**config.mk**
```make
export PLATFORM = sky130hd
export DESIGN_NAME = tw_start_hold
export DESIGN_NICKNAME = d
export VERILOG_FILES = /design/src/rtl/tw_pkg.sv /design/src/rtl/tw_sync.sv /design/src/rtl/tw_line_events.sv /design/src/rtl/tw_shift_count.sv /design/src/rtl/tw_start_hold.sv
export SDC_FILE = /design/constraint.sdc
export NUM_CORES = 1
export LEC_CHECK = 0
export CAP_MARGIN = 20
export CORE_MARGIN = 2
export CORE_UTILIZATION = 53
export DETAILED_ROUTE_END_ITERATION = 12
export PLACE_DENSITY = 0.82
export SYNTH_ARGS = -nofsm -noshare
export SYNTH_HDL_FRONTEND = slang
export SYNTH_SLANG_ARGS = --single-unit
```
**constraint.sdc**
```tcl
create_clock -name clk -period 3.5 [get_ports clk]
set_input_delay 0.875 -clock clk [delete_from_list [all_inputs] [get_ports clk]]
set_output_delay 0.875 -clock clk [all_outputs]
set_load 0.02 [all_outputs]
```
**src/rtl/tw_pkg.sv**
```systemverilog
package tw_pkg;
  typedef enum logic [1:0] {
    SEL_DATA = 2'd0,
    SEL_STAT = 2'd1,
    SEL_CTRL = 2'd2,
    SEL_NONE = 2'd3
  } reg_sel_e;

  localparam int CTRL_IE_BIT = 0;
  localparam int CTRL_OE_BIT = 1;

  // Counter width for a byte counted on both SCL edges
  function automatic int edge_cnt_width(input int data_w);
    return $clog2(2 * data_w);
  endfunction
endpackage

```
**src/rtl/tw_sync.sv**
```systemverilog
module tw_sync #(
  parameter int STAGES = 2,
  parameter int LANES  = 2
) (
  input  logic             clk,
  input  logic             rst_n,
  input  logic [LANES-1:0] d,
  output logic [LANES-1:0] q
);
  for (genvar g = 0; g < LANES; g++) begin : g_lane
    logic [STAGES-1:0] chain;
    always_ff @(posedge clk or negedge rst_n) begin
      if (!rst_n) chain <= '1;
      else        chain <= {chain[STAGES-2:0], d[g]};
    end
    assign q[g] = chain[STAGES-1];
  end
endmodule

```
**src/rtl/tw_line_events.sv**
```systemverilog
module tw_line_events (
  input  logic clk,
  input  logic rst_n,
  input  logic sda_s,
  input  logic scl_s,
  output logic start_det,
  output logic scl_rise,
  output logic scl_fall
);
  logic sda_q, scl_q;

  always_ff @(posedge clk or negedge rst_n) begin
    if (!rst_n) begin
      sda_q <= 1'b1;
      scl_q <= 1'b1;
    end else begin
      sda_q <= sda_s;
      scl_q <= scl_s;
    end
  end

  // SDA high-to-low with SCL high on both samples
  assign start_det = sda_q & ~sda_s & scl_q & scl_s;
  assign scl_rise  = ~scl_q & scl_s;
  assign scl_fall  = scl_q & ~scl_s;
endmodule

```
**src/rtl/tw_shift_count.sv**
```systemverilog
module tw_shift_count #(
  parameter int DATA_W = 8,
  parameter int CNT_W  = 4
) (
  input  logic              clk,
  input  logic              rst_n,
  input  logic              shift_en,
  input  logic              count_en,
  input  logic              sda_s,
  input  logic              data_wr,
  input  logic [DATA_W-1:0] data_wval,
  input  logic              cnt_wr,
  input  logic [CNT_W-1:0]  cnt_wval,
  input  logic              ovf_clr,
  output logic [DATA_W-1:0] data_q,
  output logic [CNT_W-1:0]  cnt_q,
  output logic              ovf_q
);
  localparam logic [CNT_W-1:0] CNT_LAST = CNT_W'(2 * DATA_W - 1);

  logic wrap;
  assign wrap = count_en && (cnt_q == CNT_LAST);

  always_ff @(posedge clk or negedge rst_n) begin
    if (!rst_n)        data_q <= '1;
    else if (data_wr)  data_q <= data_wval;
    else if (shift_en) data_q <= {data_q[DATA_W-2:0], sda_s};
  end

  always_ff @(posedge clk or negedge rst_n) begin
    if (!rst_n)        cnt_q <= '0;
    else if (cnt_wr)   cnt_q <= cnt_wval;
    else if (count_en) cnt_q <= wrap ? '0 : cnt_q + 1'b1;
  end

  // set beats clear
  always_ff @(posedge clk or negedge rst_n) begin
    if (!rst_n)       ovf_q <= 1'b0;
    else if (wrap)    ovf_q <= 1'b1;
    else if (ovf_clr) ovf_q <= 1'b0;
  end
endmodule

```
**src/rtl/tw_start_hold.sv**
```systemverilog
module tw_start_hold
  import tw_pkg::*;
#(
  parameter int DATA_W      = 8,
  parameter int SYNC_STAGES = 2
) (
  input  logic              clk,
  input  logic              rst_n,
  input  logic              sda_in,
  input  logic              scl_in,
  output logic              sda_pull_n,
  output logic              scl_pull_n,
  output logic              irq,
  input  logic              reg_wr,
  input  logic [1:0]        reg_sel,
  input  logic [DATA_W-1:0] reg_wdata,
  output logic [DATA_W-1:0] reg_rdata
);
  localparam int CNT_W = edge_cnt_width(DATA_W);

  reg_sel_e          sel;
  logic              sda_s, scl_s;
  logic              start_det, scl_rise, scl_fall;
  logic              flag_q, hold_q, ie_q, oe_q;
  logic              data_wr, stat_wr, ctrl_wr, flag_clr;
  logic [DATA_W-1:0] data_q;
  logic [CNT_W-1:0]  cnt_q;
  logic              ovf_q;

  assign sel     = reg_sel_e'(reg_sel);
  assign data_wr = reg_wr && (sel == SEL_DATA);
  assign stat_wr = reg_wr && (sel == SEL_STAT);
  assign ctrl_wr = reg_wr && (sel == SEL_CTRL);
  assign flag_clr = stat_wr && reg_wdata[DATA_W-1];

  tw_sync #(.STAGES(SYNC_STAGES), .LANES(2)) u_sync (
    .clk   (clk),
    .rst_n (rst_n),
    .d     ({sda_in, scl_in}),
    .q     ({sda_s, scl_s})
  );

  tw_line_events u_events (
    .clk       (clk),
    .rst_n     (rst_n),
    .sda_s     (sda_s),
    .scl_s     (scl_s),
    .start_det (start_det),
    .scl_rise  (scl_rise),
    .scl_fall  (scl_fall)
  );

  tw_shift_count #(.DATA_W(DATA_W), .CNT_W(CNT_W)) u_shift (
    .clk       (clk),
    .rst_n     (rst_n),
    .shift_en  (scl_rise & ~flag_q),
    .count_en  ((scl_rise | scl_fall) & ~flag_q),
    .sda_s     (sda_s),
    .data_wr   (data_wr),
    .data_wval (reg_wdata),
    .cnt_wr    (stat_wr),
    .cnt_wval  (reg_wdata[CNT_W-1:0]),
    .ovf_clr   (stat_wr && reg_wdata[DATA_W-2]),
    .data_q    (data_q),
    .cnt_q     (cnt_q),
    .ovf_q     (ovf_q)
  );

  // start flag: detection wins over a same-cycle clear
  always_ff @(posedge clk or negedge rst_n) begin
    if (!rst_n)         flag_q <= 1'b0;
    else if (start_det) flag_q <= 1'b1;
    else if (flag_clr)  flag_q <= 1'b0;
  end

  // clock hold: armed by first SCL fall during a start, freed when flag and counter are clear
  always_ff @(posedge clk or negedge rst_n) begin
    if (!rst_n)                               hold_q <= 1'b0;
    else if (scl_fall && flag_q)              hold_q <= 1'b1;
    else if (!flag_q && cnt_q == CNT_W'(0))   hold_q <= 1'b0;
  end

  always_ff @(posedge clk or negedge rst_n) begin
    if (!rst_n) begin
      ie_q <= 1'b0;
      oe_q <= 1'b0;
    end else if (ctrl_wr) begin
      ie_q <= reg_wdata[CTRL_IE_BIT];
      oe_q <= reg_wdata[CTRL_OE_BIT];
    end
  end

  always_comb begin
    reg_rdata = '0;
    unique case (sel)
      SEL_DATA: reg_rdata = data_q;
      SEL_STAT: begin
        reg_rdata[DATA_W-1]  = flag_q;
        reg_rdata[DATA_W-2]  = ovf_q;
        reg_rdata[CNT_W-1:0] = cnt_q;
      end
      SEL_CTRL: begin
        reg_rdata[CTRL_IE_BIT] = ie_q;
        reg_rdata[CTRL_OE_BIT] = oe_q;
      end
      default: reg_rdata = '0;
    endcase
  end

  assign scl_pull_n = ~hold_q;
  assign sda_pull_n = ~(oe_q & ~data_q[DATA_W-1]);
  assign irq        = flag_q & ie_q;
endmodule

```
==> run summary <==
GRT Overall Usage: 21.9%
FP Rows: 17
Post-route DRC: 0
Yosys top cell by area: dfstp_2
crit path max-delay cell type: clkdlybuf4s50_1
IO Count: 26
CP arrival: 2.52 ns
ANT cells: 0
pin count of the biggest net entering global routing: 24
Yosys reg bits: 23
Starting Density: 54.9%
routed vias/inst: 5.48
minimum clock period: 3.40 ns
Worst Tran Pin Value: 0.913 ns
Most common cell on crit path: clkdlybuf4s50_1
CP Launch Type: primary input
first-pass GRT wire length: 4.20 mm
crit-path max cell delay: 0.63 ns
synth warn: 0
Post-Synth Simple-Gate Area: 15.1%
post-synthesis compound-gate area fraction: 9.66%
share of cells above drive strength 1: 17.6%
syn avg cell area: 10.4 um2
WL per Instance: 14.8 um
Congestion Overflow GR: 0
count of different cell masters after synthesis: 26
Req. time, crit path: 2.62 ns
switching share of power: 34.9%
final net count: 162
Max Cap Viol: 0
Post-Synth Adder-Cell Area: 4.20%
DRT Pass-1 Iters: 4
clk slew on worst S/H paths: 0.12 ns
Post-CTS Setup Bufs: 0
Worst Setup Path Type: primary input to output port
placement-stage cell area: 0.00146 mm2
min-delay worst type: register to register
commonest non-fill, non-tap cell in the layout: clkdlybuf4s50_1
core footprint: 0.00217 mm2
Clock Path Buffers: 2
Root Driver: clkbuf_4
final setup fails: 0
Area Overhead vs Synth: 26.9%
clk_lat worst skew: 0.31 ns
PD cells: 564 mW/mm2
WP buf/inv: 3
hold_sp: u_sync.g_lane[1].chain[0]
final period utilization: 97.1%
Die X: 51.4 um
cell area after layout: 0.00151 mm2
main area contributors after synthesis: dfstp_2, dfrtp_1, mux2i_1
H-tree depth: 1
die area: 0.00264 mm2
Synth top area share: 30.9%
Setup crit end kind: output port
Port Buffers: 25
CTS Sinks: 23
total net switching power: 0.298 mW
vias in the first global route: 952
Detail Route Antenna Nets: 0
DR iter-0 viols: 13
Synth Instances: 115
total CTS buffers: 3
Seq/Total Area, Yosys: 49.8%
clock skew: 0.00913 ns
LEAKAGE: 0.637 nW
gp weighted congestion: 0.845
HPWL after DPL: 1.91 mm
routed vias: 932
die height: 51.4 um
final hold vios: 0
Clk pwr share: 14.3%
Slew HR: 39.0%
Hold WS: 0.364 ns
largest family of logic cells by synthesized area: multiplexers
final wirelength: 2.51 mm
fin cells: 170
f_max: 294 MHz
logic gate share of total power: 34.9%
Post-Route Setup TNS: 0 ns
CP top delay family: buffers and inverters
# resized after CTS: 0
critical path, cell by cell: clkdlybuf4s50_1 > buf_4 > mux2i_1 > nor2_1 > clkdlybuf4s50_1
worst r2r src: u_sync.g_lane[0].chain[1]
RSZ-0062 raised after global routing: false
outcome: finished, final reports clean
Final Max Tran Viols: 0
Post-Synth XOR/XNOR Area: 0.735%
CTS tree: built
final core utilization: 69.7%
most frequent cells in the layout: clkdlybuf4s50_1, nor2_1, mux2i_1, dfstp_2, a21oi_1
Mapped Nets: 134
Internal: 0.555 mW
sequential share of power: 50.8%
CTS Hold Bufs: 0
critical path peak fanout: 8
Critical path origin: reg_sel[0]
Synth Cell Area: 0.00119 mm2
post-synthesis mux area share: 15.3%
VDD IR max: 388 uV
Placed Instances: 165
initial antenna violation count: 0
==> final cells by class <==
class                           instances  area (um2)
Inverter                                7        26.3
Tap cell                               28        35.0
Multi-Input combinational cell         80         537
Clock buffer                            3        22.5
Timing Repair Buffer                   28         293
Clock inverter                          1        5.00
Sequential cell                        23         593
Fill cell                             185         658
==> layer usage <==
layer | track usage, % | wire [um]
met5 | 0 | 0
met4 | 10.1 | 46
met3 | 3.80 | 53
met2 | 38.2 | 1360
met1 | 26.0 | 1050
==> worst register-to-register path, stage by stage (launching register included) <==
cell	delay [ns]
dfstp_2	0.57
inv_1	0.06
ha_1	0.32
or3b_1	0.38
or4_1	0.44
a31oi_1	0.18
==> metrics by stage <==
stage               power, mW  worst slack (ns)
floorplan               0.604              1.03
global placement        0.716             0.202
detailed placement      0.731             0.148
CTS                     0.854             0.113
global route            0.903            0.0458
finish                  0.853             0.103
==> power by group through the flow <==
| stage | Sequential (mW) | Combinational (mW) | Clock (mW) |
|---|---|---|---|
| after floorplan | 0.408 | 0.196 | 0 |
| after global placement | 0.434 | 0.282 | 0 |
| after detailed placement | 0.438 | 0.293 | 0 |
| after CTS | 0.433 | 0.296 | 0.125 |
| after global routing | 0.444 | 0.327 | 0.132 |
| final | 0.433 | 0.297 | 0.122 |
==> cells by family (layout without fill, tap and decap cells) <==
group                      after synthesis  count (layout)
adders and majority gates                4               4
and+or+nand+nor                         35              35
DFF                                     23              23
AOI/OAI and AO/OA                       22              22
muxes                                   18              18
buffers and inverters                   12              39
xor gates and xnor gates                 1               1
==> Yosys cell counts <==
library cell,count
nor2_1,17
mux2i_1,16
dfstp_2,14
a21oi_1,12
dfrtp_1,9
inv_1,7
o21ai_0,7
nand2_1,5
ha_1,4
nor3b_1,4
a31oi_1,2
buf_6,2
mux2_2,2
nor2b_1,2
and2_1,1
buf_1,1
buf_2,1
clkbuf_1,1
nand2b_1,1
nand3b_2,1
nand4_1,1
o31ai_1,1
or3b_1,1
or3b_2,1
or4_1,1
xnor2_1,1
==> path summary, 6_finish.rpt <==
check                                       endpoint  slack (ns)  cells past startpoint
hold reg to reg            u_sync.g_lane[1].chain[1]        0.36                      0
setup reg to reg                    u_shift.cnt_q[3]        1.50                      5
min in group asynchronous           u_shift.cnt_q[1]        0.80                      1
max in group asynchronous  u_sync.g_lane[1].chain[0]        2.21                      2
setup / recovery                        reg_rdata[7]        0.10                      5
hold / removal             u_sync.g_lane[1].chain[1]        0.36                      0
==> registers in the layout, indices dropped and copies added, names as in the netlist <==
name / count
u_sync.g_lane.chain: 4
oe_q: 1
hold_q: 1
ie_q: 1
u_shift.cnt_q: 4
flag_q: 1
u_shift.data_q: 8
u_events.sda_q: 1
u_events.scl_q: 1
u_shift.ovf_q: 1
(Power assumes the default switching activity.)
